--- config.mk ---
export PLATFORM = sky130hd
export DESIGN_NAME = csync_classifier
export DESIGN_NICKNAME = d
export VERILOG_FILES = /design/src/rtl/csync_pkg.sv /design/src/rtl/csync_width_meter.sv /design/src/rtl/csync_sorter.sv /design/src/rtl/csync_burst_window.sv /design/src/rtl/csync_classifier.sv
export SDC_FILE = /design/constraint.sdc
export NUM_CORES = 1
export LEC_CHECK = 0
export BUFFER_PORTS_ARGS = -buffer_cell sky130_fd_sc_hd__buf_2
export CAP_MARGIN = 20
export CORE_MARGIN = 2
export CORE_UTILIZATION = 43
export DETAILED_ROUTE_END_ITERATION = 6
export SLEW_MARGIN = 5
export SYNTH_ARGS = -nofsm -noshare
export SYNTH_HDL_FRONTEND = slang
export SYNTH_SLANG_ARGS = --single-unit
--- constraint.sdc ---
create_clock -name clk -period 2.2 [get_ports clk]
set_input_delay 0.33 -clock clk [delete_from_list [all_inputs] [get_ports clk]]
set_output_delay 0.33 -clock clk [all_outputs]
set_load 0.01 [all_outputs]
--- src/rtl/csync_pkg.sv ---
// Shared types for the composite sync classifier.
package csync_pkg;
    // Width class codes reported on pulse_class
    typedef enum logic [1:0] {
        PC_EQ    = 2'd0,
        PC_HORIZ = 2'd1,
        PC_BROAD = 2'd2,
        PC_VERT  = 2'd3
    } pulse_class_e;
endpackage

--- src/rtl/csync_width_meter.sv ---
// Measures the low time of csync_n in clock edges.
// Assumes csync_n is synchronous to clk. The count restarts at each falling
// level, holds while the line is high and saturates at its maximum.
module csync_width_meter #(
    parameter int CNT_W = 9
) (
    input  logic             clk,
    input  logic             rst_n,
    input  logic             csync_n,
    output logic             trail_o,
    output logic [CNT_W-1:0] width_o
);
    localparam logic [CNT_W-1:0] CNT_MAX = {CNT_W{1'b1}};

    logic             lvl_q;
    logic [CNT_W-1:0] cnt_q;

    // Remember the previous sample of the line
    always_ff @(posedge clk) begin
        if (!rst_n) lvl_q <= 1'b1;
        else        lvl_q <= csync_n;
    end

    // Count low samples, restarting on a new pulse and saturating
    always_ff @(posedge clk) begin
        if (!rst_n) begin
            cnt_q <= '0;
        end else if (!csync_n) begin
            if (lvl_q)               cnt_q <= CNT_W'(1);
            else if (cnt_q != CNT_MAX) cnt_q <= cnt_q + CNT_W'(1);
        end
    end

    assign trail_o = !lvl_q && csync_n;
    assign width_o = cnt_q;


    sat_hold_chk: assert property (@(posedge clk) disable iff (!rst_n)
        (!csync_n && !lvl_q && cnt_q == CNT_MAX) |=> (cnt_q == CNT_MAX));

    no_wrap_chk: assert property (@(posedge clk) disable iff (!rst_n)
        (!csync_n && !lvl_q) |=> (cnt_q >= $past(cnt_q)));
endmodule

--- src/rtl/csync_sorter.sv ---
// Sorts each finished pulse by width into one of four classes. Drives the
// line, field and class strobes and the vertical-interval flag.
// Assumes pal_sel is stable while a pulse is being measured.
module csync_sorter
    import csync_pkg::*;
#(
    parameter int CNT_W     = 9,
    parameter int NTSC_HMIN = 40,
    parameter int NTSC_HMAX = 76,
    parameter int NTSC_VMIN = 200,
    parameter int PAL_HMIN  = 57,
    parameter int PAL_HMAX  = 97,
    parameter int PAL_VMIN  = 240
) (
    input  logic             clk,
    input  logic             rst_n,
    input  logic             pal_sel,
    input  logic             trail_i,
    input  logic [CNT_W-1:0] width_i,
    output logic             class_stb,
    output pulse_class_e     pulse_class,
    output logic             hsync_stb,
    output logic             field_stb,
    output logic             vert_flag
);
    localparam logic [CNT_W-1:0] N_HMIN = CNT_W'(NTSC_HMIN);
    localparam logic [CNT_W-1:0] N_HMAX = CNT_W'(NTSC_HMAX);
    localparam logic [CNT_W-1:0] N_VMIN = CNT_W'(NTSC_VMIN);
    localparam logic [CNT_W-1:0] P_HMIN = CNT_W'(PAL_HMIN);
    localparam logic [CNT_W-1:0] P_HMAX = CNT_W'(PAL_HMAX);
    localparam logic [CNT_W-1:0] P_VMIN = CNT_W'(PAL_VMIN);

    logic [CNT_W-1:0] hmin, hmax, vmin;
    pulse_class_e     cls;

    // Pick the limits of the selected standard
    always_comb begin
        hmin = pal_sel ? P_HMIN : N_HMIN;
        hmax = pal_sel ? P_HMAX : N_HMAX;
        vmin = pal_sel ? P_VMIN : N_VMIN;
    end

    // Classify the measured width
    always_comb begin
        if (width_i < hmin)       cls = PC_EQ;
        else if (width_i <= hmax) cls = PC_HORIZ;
        else if (width_i < vmin)  cls = PC_BROAD;
        else                      cls = PC_VERT;
    end

    // Register the class and the strobes at each trailing edge
    always_ff @(posedge clk) begin
        if (!rst_n) begin
            class_stb   <= 1'b0;
            pulse_class <= PC_EQ;
            hsync_stb   <= 1'b0;
            field_stb   <= 1'b0;
        end else begin
            class_stb <= trail_i;
            hsync_stb <= trail_i && (cls == PC_HORIZ);
            field_stb <= trail_i && (cls == PC_HORIZ) && vert_flag;
            if (trail_i) pulse_class <= cls;
        end
    end

    // Track the vertical interval
    always_ff @(posedge clk) begin
        if (!rst_n) begin
            vert_flag <= 1'b0;
        end else if (trail_i) begin
            if (cls == PC_VERT)       vert_flag <= 1'b1;
            else if (cls == PC_HORIZ) vert_flag <= 1'b0;
        end
    end


    hsync_window_chk: assert property (@(posedge clk) disable iff (!rst_n)
        hsync_stb |-> ($past(width_i) >= ($past(pal_sel) ? P_HMIN : N_HMIN)) &&
                      ($past(width_i) <= ($past(pal_sel) ? P_HMAX : N_HMAX)));

    class_single_chk: assert property (@(posedge clk) disable iff (!rst_n)
        class_stb |=> !class_stb);

    field_with_line_chk: assert property (@(posedge clk) disable iff (!rst_n)
        field_stb |-> (hsync_stb && $past(vert_flag) && !vert_flag));
endmodule

--- src/rtl/csync_burst_window.sv ---
// Opens the burst window a fixed delay after an accepted line strobe and holds
// it for a fixed length. A new strobe restarts the timer. Assumes BURST_DLY >= 1.
module csync_burst_window #(
    parameter int BURST_DLY = 8,
    parameter int BURST_LEN = 36
) (
    input  logic clk,
    input  logic rst_n,
    input  logic hsync_stb,
    output logic burst_gate
);
    localparam int              LAST_I = BURST_DLY + BURST_LEN - 1;
    localparam int              TW     = $clog2(LAST_I + 2);
    localparam logic [TW-1:0]   T_DLY  = TW'(BURST_DLY);
    localparam logic [TW-1:0]   T_LAST = TW'(LAST_I);

    logic          run_q;
    logic [TW-1:0] t_q;

    // Step the window timer from each accepted line strobe
    always_ff @(posedge clk) begin
        if (!rst_n) begin
            run_q <= 1'b0;
            t_q   <= '0;
        end else if (hsync_stb) begin
            run_q <= 1'b1;
            t_q   <= TW'(1);
        end else if (run_q) begin
            if (t_q == T_LAST) begin
                run_q <= 1'b0;
                t_q   <= '0;
            end else begin
                t_q <= t_q + TW'(1);
            end
        end
    end

    assign burst_gate = run_q && (t_q >= T_DLY) && (t_q <= T_LAST);

    // Checker state: high-run length of the gate and whether any strobe was seen
    logic [TW:0] hi_run_q;
    logic        seen_q;
    always_ff @(posedge clk) begin
        if (!rst_n) begin
            hi_run_q <= '0;
            seen_q   <= 1'b0;
        end else begin
            hi_run_q <= burst_gate ? hi_run_q + (TW+1)'(1) : '0;
            if (hsync_stb) seen_q <= 1'b1;
        end
    end


    burst_len_chk: assert property (@(posedge clk) disable iff (!rst_n)
        burst_gate |-> (hi_run_q < (TW+1)'(BURST_LEN)));

    burst_after_line_chk: assert property (@(posedge clk) disable iff (!rst_n)
        burst_gate |-> seen_q);
endmodule

--- src/rtl/csync_classifier.sv ---
// Top of the composite sync classifier. Connects the width meter, the sorter
// and the burst window timer. Everything runs on the 4x subcarrier clock, and
// csync_n must be synchronous to it. VMIN limits must stay below 2**CNT_W.
module csync_classifier #(
    parameter int CNT_W     = 9,
    parameter int NTSC_HMIN = 40,
    parameter int NTSC_HMAX = 76,
    parameter int NTSC_VMIN = 200,
    parameter int PAL_HMIN  = 57,
    parameter int PAL_HMAX  = 97,
    parameter int PAL_VMIN  = 240,
    parameter int BURST_DLY = 8,
    parameter int BURST_LEN = 36
) (
    input  logic       clk,
    input  logic       rst_n,
    input  logic       pal_sel,
    input  logic       csync_n,
    output logic       hsync_stb,
    output logic       burst_gate,
    output logic       vert_flag,
    output logic       field_stb,
    output logic       class_stb,
    output logic [1:0] pulse_class
);
    logic                  trail;
    logic [CNT_W-1:0]      width;
    csync_pkg::pulse_class_e cls_q;

    csync_width_meter #(.CNT_W(CNT_W)) u_meter (
        .clk     (clk),
        .rst_n   (rst_n),
        .csync_n (csync_n),
        .trail_o (trail),
        .width_o (width)
    );

    csync_sorter #(
        .CNT_W(CNT_W),
        .NTSC_HMIN(NTSC_HMIN), .NTSC_HMAX(NTSC_HMAX), .NTSC_VMIN(NTSC_VMIN),
        .PAL_HMIN(PAL_HMIN),   .PAL_HMAX(PAL_HMAX),   .PAL_VMIN(PAL_VMIN)
    ) u_sorter (
        .clk         (clk),
        .rst_n       (rst_n),
        .pal_sel     (pal_sel),
        .trail_i     (trail),
        .width_i     (width),
        .class_stb   (class_stb),
        .pulse_class (cls_q),
        .hsync_stb   (hsync_stb),
        .field_stb   (field_stb),
        .vert_flag   (vert_flag)
    );

    csync_burst_window #(.BURST_DLY(BURST_DLY), .BURST_LEN(BURST_LEN)) u_burst (
        .clk        (clk),
        .rst_n      (rst_n),
        .hsync_stb  (hsync_stb),
        .burst_gate (burst_gate)
    );

    assign pulse_class = cls_q;


    reset_quiet_chk: assert property (@(posedge clk)
        $past(!rst_n) |-> (!hsync_stb && !class_stb && !field_stb && !burst_gate && !vert_flag));
endmodule

==> results.sh, run 1 <==
export IMPL_leakage_power_total_nw=0.560
export IMPL_clock_transition_at_the_register_clock_pins_on_the_worst_setup_and_hold_paths_after_cts_ns=0.13
export IMPL_synth_cells=141
export IMPL_first_global_vias=959
export IMPL_finalSetupTns_ns=0
export IMPL_critPathSlowestCell="sky130_fd_sc_hd__dfxtp_1"
export IMPL_floorplan_initialDensity_pct=44.6
export IMPL_worst_slew_margin_rel_pct=57.6
export IMPL_clkLatencyLatePin_ns=0.31
export IMPL_path_delay_family="simple AND/OR/NAND/NOR gates"
export IMPL_final_hold_viol_count=0
export IMPL_dr_vias=1034
export IMPL_drt_pass1_iter_count=4
export IMPL_post_cts_sizing=0
export IMPL_area_of_the_multi_input_gates_um2=694
export IMPL_pin_count=11
export IMPL_drt_total_wl_um=2300
export IMPL_yosys_area_share_xor_xnor_pct=4.34
export IMPL_post_synth_and_or_nand_nor_area_fraction_pct=22.4
export IMPL_synthMuxAreaShare_pct=0.827
export IMPL_synth_top_area_share_pct=38.1
export IMPL_global_route_usage_total_pct=15.8
export IMPL_power_density_nw_per_um2=497
export IMPL_grt_first_pass_wirelength_um=4140
export IMPL_nNetsFinal=168
export IMPL_die_height_um=57.0
export IMPL_route_detailed_wl_per_inst_um=12.5
export IMPL_grt_antenna_before_repair=0
export IMPL_warning_count_from_the_yosys_run=0
export IMPL_r2r_start="u_meter.width_o[1]"
export IMPL_largest_register_ffs=9
export IMPL_max_cap_viol_count=0
export IMPL_path_cells="ha_1 -> nand2_1 -> nor3_1 -> ha_1 -> a21o_1 -> or3_1 -> xor2_1 -> nor2_1"
export IMPL_cts_inserted_buffers=3
export IMPL_dp_hpwl_um=1720
export IMPL_floorplan_core_area_um2=2710
export IMPL_critical_path_required_time_ns=2.39
export IMPL_cp_bufs_invs=0
export IMPL_synth_area_um2=1210
export IMPL_rsz0062_at_grt="false"
export IMPL_route_detailed_vias_per_inst=5.62
export IMPL_synth_compound_area_share_pct=19.4
export IMPL_max_freq_mhz=498
export IMPL_clock_skew_ns=0.00373
export IMPL_start_kind="flip-flop"
export IMPL_worst_ir_drop_vdd_mv=0.376
export IMPL_data_arrival_time_at_the_worst_slack_endpoint_ns=2.20
export IMPL_core_occupancy_in_the_finished_layout_pct=48.6
export IMPL_num_fill_cells=283
export IMPL_final_critical_path_setup_slack_ns=0.194
export IMPL_placementRows=19
export IMPL_postSynth_asyncResetShare_pct=0
export IMPL_gp_congestion=0.841
export IMPL_remaining_drc_errors=0
export IMPL_tritoncts="built"
export IMPL_critical_path_class="reg -> reg"
export IMPL_run_status="finished clean"
export IMPL_hp_class="in -> reg"
export IMPL_synth_edff_count=0
export IMPL_syn_to_final_growth_pct=8.79
export IMPL_synth_top_family_by_area="simple AND/OR/NAND/NOR gates"
export IMPL_die_w_um=57.0
export IMPL_antenna_left=0
export IMPL_clock_path_buffers=2
export IMPL_place_worst_setup_slack_ns=0.253
export IMPL_hold_buffers=0
export IMPL_finalCriticalPeriod_ns=2.01
export IMPL_critical_path_max_stage_delay_ns=0.44
export IMPL_finalNonFillerCells=184
export IMPL_post_synth_top_area_cell="sky130_fd_sc_hd__dfxtp_1"
export IMPL_ys_top_cells_by_area="sky130_fd_sc_hd__dfxtp_1 (38%), sky130_fd_sc_hd__ha_1 (10%), sky130_fd_sc_hd__nand2_1 (3.7%), sky130_fd_sc_hd__nor2_1 (3.4%), sky130_fd_sc_hd__inv_1 (3.1%)"
export IMPL_worst_path_max_fanout=6
export IMPL_timing_critical_path_from="u_meter.width_o[1]"
export IMPL_timing_hold_worst_start="csync_n"
export IMPL_synth_area_per_cell_um2=8.58
export IMPL_synth_adder_area_share_pct=10.3
export IMPL_first_iter_violations=24
export IMPL_number_of_placed_cells_counting_well_taps=180
export IMPL_postSynthRegisterBits=23
export IMPL_postCtsSetupRepairBufs=0
export IMPL_crit_path_frequent_cell="sky130_fd_sc_hd__ha_1"
export IMPL_grt_overflow_total=0
export IMPL_ff_latch_area_um2=460
export IMPL_place_port_buffers=10
export IMPL_cts_root_buf="sky130_fd_sc_hd__clkbuf_4"
export IMPL_grt_start_max_net_pins=16
export IMPL_max_slew_worst_pin_slew_ns=0.629
export IMPL_end_kind="flip-flop"
export IMPL_slew_violations=0
export IMPL_synthesized_net_count=155
export IMPL_seq_area_frac_synth_pct=38.1
export IMPL_count_of_different_cell_masters_after_synthesis=39
export IMPL_clock_sink_count=23
export IMPL_n_antenna_cell=0
export IMPL_clock_tree_htree_level_count=1
export IMPL_ys_flop_type="sky130_fd_sc_hd__dfxtp_1"
export IMPL_post_route_cells_drive_above_1_share_pct=10.5
export IMPL_timing_final_crit_share_pct=91.2
export IMPL_setup_viol=0
export IMPL_die_area_um2=3250
[Yosys cell counts, drive strengths merged (3+ instances only)]
cell	count
dfxtp	23
nand2	12
nor2	11
ha	10
inv	10
a21oi	7
o21ai	6
nand3	5
nor2b	5
a31oi	4
and3	4
xor2	4
nor3	3
o21a	3
[report_power, final]
part	switching [W]	internal (W)	total, W
clock network	0.000128	0.0000679	0.000196
registers	0.00000281	0.000420	0.000423
logic	0.0000228	0.0000133	0.0000361
[path summary, 6_finish.rpt]
check | cells after the start | slack (ns) | to
setup / recovery | 8 | 0.19 | u_meter.width_o[4]
hold / removal | 2 | 0.30 | u_meter.lvl_q
setup reg to reg | 8 | 0.19 | u_meter.width_o[4]
hold reg to reg | 2 | 0.52 | u_meter.width_o[0]
[through the flow]
step	cell area (um^2)	total power [W]	hold WS, ns
floorplan	1210	0.000455	0.403
global placement	1290	0.000467	0.504
detailed placement	1290	0.000468	0.498
CTS	1320	0.000668	0.282
global route	1320	0.000681	0.327
finish	1320	0.000654	0.296
[logic make-up (layout without fill, tap and decap cells)]
family | Yosys count | after routing
compound gates | 35 | 35
buf+inv | 13 | 25
simple gates | 53 | 53
mux | 1 | 1
fa+ha+maj | 10 | 10
flops | 23 | 23
xor+xnor | 6 | 6
[area by class of cell]
class | instances | area share [%]
Sequential cell | 23 | 35.0
Multi-Input combinational cell | 105 | 52.8
Timing Repair Buffer | 11 | 4.37
Clock inverter | 1 | 0.380
Clock buffer | 3 | 1.71
Inverter | 10 | 2.85
Tap cell | 31 | 2.95
[cells in the final DEF (no fill, tap or decap), types with 3 or more instances in the layout]
master,count
sky130_fd_sc_hd__a21oi_1,7
sky130_fd_sc_hd__a31oi_1,4
sky130_fd_sc_hd__and3_1,4
sky130_fd_sc_hd__buf_2,10
sky130_fd_sc_hd__clkbuf_4,3
sky130_fd_sc_hd__dfxtp_1,23
sky130_fd_sc_hd__ha_1,10
sky130_fd_sc_hd__inv_1,10
sky130_fd_sc_hd__nand2_1,12
sky130_fd_sc_hd__nand3_1,5
sky130_fd_sc_hd__nor2_1,11
sky130_fd_sc_hd__nor2b_1,5
sky130_fd_sc_hd__nor3_1,3
sky130_fd_sc_hd__o21a_1,3
sky130_fd_sc_hd__o21ai_0,6
sky130_fd_sc_hd__xor2_1,4
[layer usage]
metal | GRT usage, % | vias up | share of wire, %
li1 | - | 526 | -
met1 | 23.2 | 472 | 49
met2 | 23.3 | 32 | 43
met3 | 2.72 | 4 | 6.4
met4 | 5.98 | 0 | 1.3
met5 | 0 | - | 0
No activity file was read; power rests on OpenSTA's default activity.
==> run 2: changes to the inputs <==
SYNTH_HIERARCHICAL = 1   (was not set)
==> results.sh, run 2 <==
export IMPL_run_status="finished clean"
export IMPL_num_fill_cells=292
export IMPL_die_w_um=59.3
export IMPL_critical_path_reg2reg_endpoint="u_meter/width_o[3]"
export IMPL_first_iter_violations=31
export IMPL_data_arrival_time_at_the_worst_slack_endpoint_ns=2.06
export IMPL_start_kind="flip-flop"
export IMPL_n_antenna_cell=0
export IMPL_gp_congestion=0.749
export IMPL_r2r_setup_slack_ns=0.33
export IMPL_synth_area_um2=1320
export IMPL_seq_area_frac_synth_pct=35.0
export IMPL_die_height_um=59.3
export IMPL_critical_path_required_time_ns=2.40
export IMPL_synth_top_area_share_pct=35.0
export IMPL_remaining_drc_errors=0
export IMPL_pin_count=11
export IMPL_rsz0062_at_grt="false"
export IMPL_total_power_w=0.000661
export IMPL_clock_sink_count=23
export IMPL_clock_transition_at_the_register_clock_pins_on_the_worst_setup_and_hold_paths_after_cts_ns=0.12
export IMPL_placement_cell_area_um2=1390
export IMPL_max_cap_viol_count=0
export IMPL_wl_met1_um=1180
export IMPL_postSynth_asyncResetShare_pct=0
export IMPL_clock_skew_ns=0.00673
export IMPL_post_route_cells_drive_above_1_share_pct=18.9
export IMPL_ys_top_cells_by_area="sky130_fd_sc_hd__dfxtp_1 (35%), sky130_fd_sc_hd__ha_1 (9.5%), sky130_fd_sc_hd__nand2_1 (4.3%), sky130_fd_sc_hd__xnor2_1 (3.3%), sky130_fd_sc_hd__o21ai_0 (3.0%)"
export IMPL_worstHoldPathCells=2
export IMPL_setup_viol=0
export IMPL_warning_count_from_the_yosys_run=6
export IMPL_route_detailed_wl_per_inst_um=13.1
export IMPL_clkLatencyLatePin_ns=0.32
export IMPL_timing_final_crit_share_pct=84.8
export IMPL_nNetsFinal=174
export IMPL_synth_cells=146
export IMPL_wl_met3_um=95
export IMPL_synth_commonest_cells="sky130_fd_sc_hd__dfxtp_1 (23), sky130_fd_sc_hd__nand2_1 (15), sky130_fd_sc_hd__ha_1 (10)"
export IMPL_postCtsSetupRepairBufs=0
export IMPL_finalCriticalPeriod_ns=1.87
export IMPL_most_common_cell_after_layout_fill_and_taps_aside="sky130_fd_sc_hd__dfxtp_1"
export IMPL_final_critical_path_setup_slack_ns=0.335
export IMPL_endpoint="u_meter/width_o[3]"
export IMPL_ys_flop_type="sky130_fd_sc_hd__dfxtp_1"
export IMPL_synth_edff_count=0
export IMPL_power_density_nw_per_um2=467
export IMPL_critical_path_class="reg -> reg"
export IMPL_drt_total_wl_um=2510
export IMPL_worst_ir_drop_vdd_mv=0.303
export IMPL_floorplan_core_area_um2=2980
export IMPL_ff2ff_path_depth=9
export IMPL_clock_path_buffers=2
export IMPL_largest_register_ffs=9
export IMPL_syn_to_final_growth_pct=7.61
export IMPL_timing_critical_path_from="u_meter/width_o[1]"
export IMPL_max_slew_worst_pin_slew_ns=0.573
export IMPL_route_detailed_vias_per_inst=5.62
export IMPL_global_route_usage_total_pct=15.2
export IMPL_antenna_left=0
export IMPL_grt_antenna_before_repair=0
export IMPL_first_global_vias=965
export IMPL_place_worst_setup_slack_ns=0.343
export IMPL_post_synth_top_area_cell="sky130_fd_sc_hd__dfxtp_1"
export IMPL_hold_buffers=0
export IMPL_max_freq_mhz=536
export IMPL_cts_root_buf="sky130_fd_sc_hd__clkbuf_4"
export IMPL_worst_path_max_fanout=6
export IMPL_dr_vias=1079
export IMPL_grt_overflow_total=0
export IMPL_die_area_um2=3520
export IMPL_synth_most_common_cell="sky130_fd_sc_hd__dfxtp_1"
export IMPL_cts_inserted_buffers=3
export IMPL_tritoncts="built"
export IMPL_placementRows=20
export IMPL_leakage_power_total_nw=0.576
export IMPL_worst_slew_margin_rel_pct=61.4
export IMPL_synthesized_net_count=160
export IMPL_postSynthRegisterBits=23
export IMPL_count_of_different_cell_masters_after_synthesis=45
export IMPL_clock_tree_htree_level_count=1
export IMPL_post_route_cell_area_um2=1420
export IMPL_detailroute_wirelength_met2_um=1220
export IMPL_slew_violations=0
export IMPL_end_kind="flip-flop"
export IMPL_place_port_buffers=10
export IMPL_synth_area_per_cell_um2=9.01
export IMPL_hp_class="in -> reg"
export IMPL_post_cts_sizing=0
export IMPL_finalSetupTns_ns=0
export IMPL_dp_hpwl_um=1900
export IMPL_final_hold_viol_count=0
export IMPL_grt_first_pass_wirelength_um=4170
export IMPL_top_layer="met4"
export IMPL_final_cell_mix="sky130_fd_sc_hd__dfxtp_1 (23), sky130_fd_sc_hd__nand2_1 (15), sky130_fd_sc_hd__buf_2 (10), sky130_fd_sc_hd__ha_1 (10)"
export IMPL_floorplan_initialDensity_pct=44.2
export IMPL_grt_start_max_net_pins=18
export IMPL_r2r_start="u_meter/width_o[1]"
export IMPL_drt_pass1_iter_count=5
-- run 2: cell types whose count changed in the layout (fill, tap and decap cells not counted), sizes merged, moves of 3 or more --
cell / change
a31oi: -3
and3: -3
nand2: +3
o21a: -3
o21ai: +3
xnor2: +3
-- run 2: worst max-delay path, cell delays in order (launching register included) --
cell,delay (ns)
sky130_fd_sc_hd__dfxtp_1,0.43
sky130_fd_sc_hd__ha_1,0.24
sky130_fd_sc_hd__nand3_1,0.09
sky130_fd_sc_hd__nor2_1,0.10
sky130_fd_sc_hd__ha_1,0.18
sky130_fd_sc_hd__nor2b_1,0.24
sky130_fd_sc_hd__buf_4,0.20
sky130_fd_sc_hd__nor3_2,0.06
sky130_fd_sc_hd__xnor2_1,0.15
sky130_fd_sc_hd__nor2_1,0.05
-- run 2: cell type report --
class                   count  area [um^2]  area share (%)
clock buffers               3         22.5            1.59
repair buffers             12         65.1            4.60
flip-flops and latches     23          460            32.5
multi-input cells         111          787            55.6
well taps                  33         41.3            2.92
clock inverters             1         5.00           0.354
inverters                   9         33.8            2.39
-- run 2: worst min path at each step --
stage / from / endpoint
5_1_grt: rst_n / u_meter/lvl_q
3_5_place_dp: u_sorter/pulse_class[1] / u_sorter/pulse_class[1]
3_3_place_gp: u_sorter/pulse_class[1] / u_sorter/pulse_class[1]
4_1_cts: rst_n / u_meter/lvl_q
6_report: rst_n / u_meter/lvl_q
2_1_floorplan: rst_n / u_meter/lvl_q
-- run 2: layer usage --
| layer | global-route usage, % | up-vias |
|---|---|---|
| li1 | - | 549 |
| met1 | 18.3 | 513 |
| met2 | 26.5 | 15 |
| met3 | 4.59 | 2 |
| met4 | 2.92 | 0 |
| met5 | 0 | - |
-- run 2: logic make-up (layout without fill, tap and decap cells) --
logic type                 Yosys count  count (layout)  share of synthesized area (%)
AOI/OAI and AO/OA                   33              33                           17.1
xor gates and xnor gates             7               7                           4.66
and+or+nand+nor                     60              60                           27.8
DFF                                 23              23                           35.0
buffers and inverters               12              25                           5.14
adders and majority gates           10              10                           9.51
muxes                                1               1                          0.761
-- run 2: stage by stage --
stage                     std cells  hold WS, ns  util, %
final                           192        0.332     47.5
after global routing            192        0.340     47.5
after floorplan                 146        0.403        -
after detailed placement        188        0.491     46.6
after CTS                       192        0.329     47.5
after global placement          188        0.468     46.6
-- run 2: where the power goes --
group	internal (W)	leakage [nW]	switching [W]
clock	0.0000680	0.0177	0.000130
sequential	0.000420	0.186	0.00000374
combinational	0.0000150	0.373	0.0000247
==> run 3: changes to the inputs <==
clock period = 1.7 ns   (was 2.2 ns; I/O delays follow)
==> results.sh, run 3 (same netlist as run 2, synthesis figures left out) <==
export IMPL_slew_violations=0
export IMPL_drt_total_wl_um=2640
export IMPL_cts_root_buf="sky130_fd_sc_hd__clkbuf_4"
export IMPL_hold_buffers=0
export IMPL_timing_hold_worst_start="rst_n"
export IMPL_final_hold_viol_count=0
export IMPL_clock_tree_htree_level_count=1
export IMPL_r2r_start="u_meter/width_o[0]"
export IMPL_clock_sink_count=23
export IMPL_first_global_vias=1017
export IMPL_final_critical_path_setup_slack_ns=-0.0148
export IMPL_end_kind="flip-flop"
export IMPL_route_detailed_wl_per_inst_um=12.7
export IMPL_power_density_nw_per_um2=549
export IMPL_pin_count=11
export IMPL_syn_to_final_growth_pct=20.8
export IMPL_final_hold_worst_slack_ns=0.335
export IMPL_global_route_usage_total_pct=16.5
export IMPL_post_route_cells_drive_above_1_share_pct=32.0
export IMPL_floorplan_initialDensity_pct=44.2
export IMPL_dr_vias=1123
export IMPL_rsz0062_at_grt="true"
export IMPL_p_clk_share_pct=29.5
export IMPL_clock_skew_ns=0.00380
export IMPL_max_cap_viol_count=0
export IMPL_worst_ir_drop_vdd_mv=0.478
export IMPL_clock_transition_at_the_register_clock_pins_on_the_worst_setup_and_hold_paths_after_cts_ns=0.13
export IMPL_number_of_placed_cells_counting_well_taps=203
export IMPL_first_iter_violations=49
export IMPL_worst_slew_margin_rel_pct=59.9
export IMPL_num_fill_cells=282
export IMPL_drt_pass1_iter_count=4
export IMPL_dp_hpwl_um=2000
export IMPL_finalCriticalPeriod_ns=1.71
export IMPL_n_antenna_cell=0
export IMPL_finalNonFillerCells=208
export IMPL_remaining_drc_errors=0
export IMPL_final_cell_mix="sky130_fd_sc_hd__buf_4 (17), sky130_fd_sc_hd__dfxtp_1 (17), sky130_fd_sc_hd__nand2_1 (15)"
export IMPL_power_share_switching_pct=24.2
export IMPL_post_route_cell_area_um2=1590
export IMPL_tritoncts="built"
export IMPL_hp_class="in -> reg"
export IMPL_comb_power_share_pct=7.7
export IMPL_seqPwrFrac_pct=62.9
export IMPL_run_status="complete, but fails checks"
export IMPL_clkLatencyLatePin_ns=0.32
export IMPL_worstHoldPathCells=3
export IMPL_placementRows=20
export IMPL_r2r_setup_slack_ns=-0.01
export IMPL_grt_overflow_total=0
export IMPL_grt_antenna_before_repair=0
export IMPL_route_detailed_vias_per_inst=5.40
export IMPL_max_freq_mhz=583
export IMPL_floorplan_core_area_um2=2980
export IMPL_clock_path_buffers=2
export IMPL_timing_final_crit_share_pct=101
export IMPL_placement_cell_area_um2=1500
export IMPL_netSwitchingPower_w=0.000212
export IMPL_antenna_left=0
export IMPL_cellInternalPower_w=0.000661
export IMPL_data_arrival_time_at_the_worst_slack_endpoint_ns=1.91
export IMPL_die_area_um2=3520
export IMPL_gp_congestion=0.759
export IMPL_critical_path_class="reg -> reg"
export IMPL_leakage_power_total_nw=0.663
export IMPL_ff2ff_path_depth=10
export IMPL_die_w_um=59.3
export IMPL_largest_register_ffs=9
export IMPL_worst_path_max_fanout=6
export IMPL_hold_path_endpoint="u_meter/lvl_q"
export IMPL_die_height_um=59.3
export IMPL_finalSetupTns_ns=-0.0367
export IMPL_critical_path_required_time_ns=1.90
export IMPL_max_slew_worst_pin_slew_ns=0.595
export IMPL_grt_first_pass_wirelength_um=4440
export IMPL_nNetsFinal=190
export IMPL_place_port_buffers=10
export IMPL_total_power_w=0.000872
export IMPL_critical_path_reg2reg_endpoint="u_meter/width_o[3]"
export IMPL_grt_start_max_net_pins=17
export IMPL_cts_inserted_buffers=3
export IMPL_start_kind="flip-flop"
export IMPL_setup_viol=3
export IMPL_violations="negative setup slack"
==> run 3: final cells by class <==
cell class | count | area, um^2 | share of cell area [%]
Clock buffer | 3 | 22.5 | 1.42
Clock inverter | 1 | 5.00 | 0.315
Inverter | 9 | 33.8 | 2.13
Multi-Input combinational cell | 111 | 830 | 52.2
Sequential cell | 23 | 468 | 29.4
Tap cell | 33 | 41.3 | 2.60
Timing Repair Buffer | 28 | 189 | 11.9
==> run 3: timing repair <==
action | CTS | global route
buffers inserted | 0 | 1
resized for setup | 5 | 12
setup endpoints to repair | 6 | 13
pin swaps | 2 | 4
==> run 3: routing by layer <==
layer | track usage [%] | part of all wire [%]
met5 | 0 | 0
met4 | 4.87 | 1.9
met2 | 26.5 | 47
met3 | 3.93 | 3.5
met1 | 21.8 | 48
==> run 3: power groups by stage <==
stage	clock [W]	combinational [W]	sequential, W
global route	0.000290	0.0000761	0.000549
floorplan	0	0.0000343	0.000559
finish	0.000257	0.0000667	0.000548
detailed placement	0	0.0000622	0.000558
global placement	0	0.0000605	0.000558
CTS	0.000274	0.0000639	0.000547
==> run 3: through the flow <==
| step | util (%) | setup slack [ns] |
|---|---|---|
| after floorplan | - | 0.0146 |
| after global placement | 50.4 | -0.00572 |
| after detailed placement | 50.4 | -0.0467 |
| after CTS | 52.0 | -0.0218 |
| after global routing | 53.4 | -0.109 |
| final | 53.4 | -0.0148 |
==> run 3: worst max-delay path: stages, from the launching register on <==
cell,delay (ns)
sky130_fd_sc_hd__dfxtp_2,0.36
sky130_fd_sc_hd__ha_4,0.17
sky130_fd_sc_hd__nand3_2,0.06
sky130_fd_sc_hd__nor2_1,0.05
sky130_fd_sc_hd__ha_2,0.18
sky130_fd_sc_hd__nor2b_1,0.12
sky130_fd_sc_hd__buf_4,0.17
sky130_fd_sc_hd__buf_4,0.14
sky130_fd_sc_hd__nor3_2,0.16
sky130_fd_sc_hd__xnor2_1,0.14
sky130_fd_sc_hd__nor2_1,0.05
==> run 3: how the worst max path moves through the flow <==
stage                                   from            endpoint  slack, ns  cells past startpoint
after floorplan           u_meter/width_o[3]  u_sorter/field_stb       0.01                      6
after global placement               pal_sel  u_sorter/field_stb     -0.006                      7
after detailed placement             pal_sel  u_sorter/field_stb      -0.05                      7
after CTS                 u_meter/width_o[0]  u_meter/width_o[4]      -0.02                      9
after global routing      u_meter/width_o[0]  u_meter/width_o[4]      -0.11                      9
final                     u_meter/width_o[0]  u_meter/width_o[3]      -0.01                     10
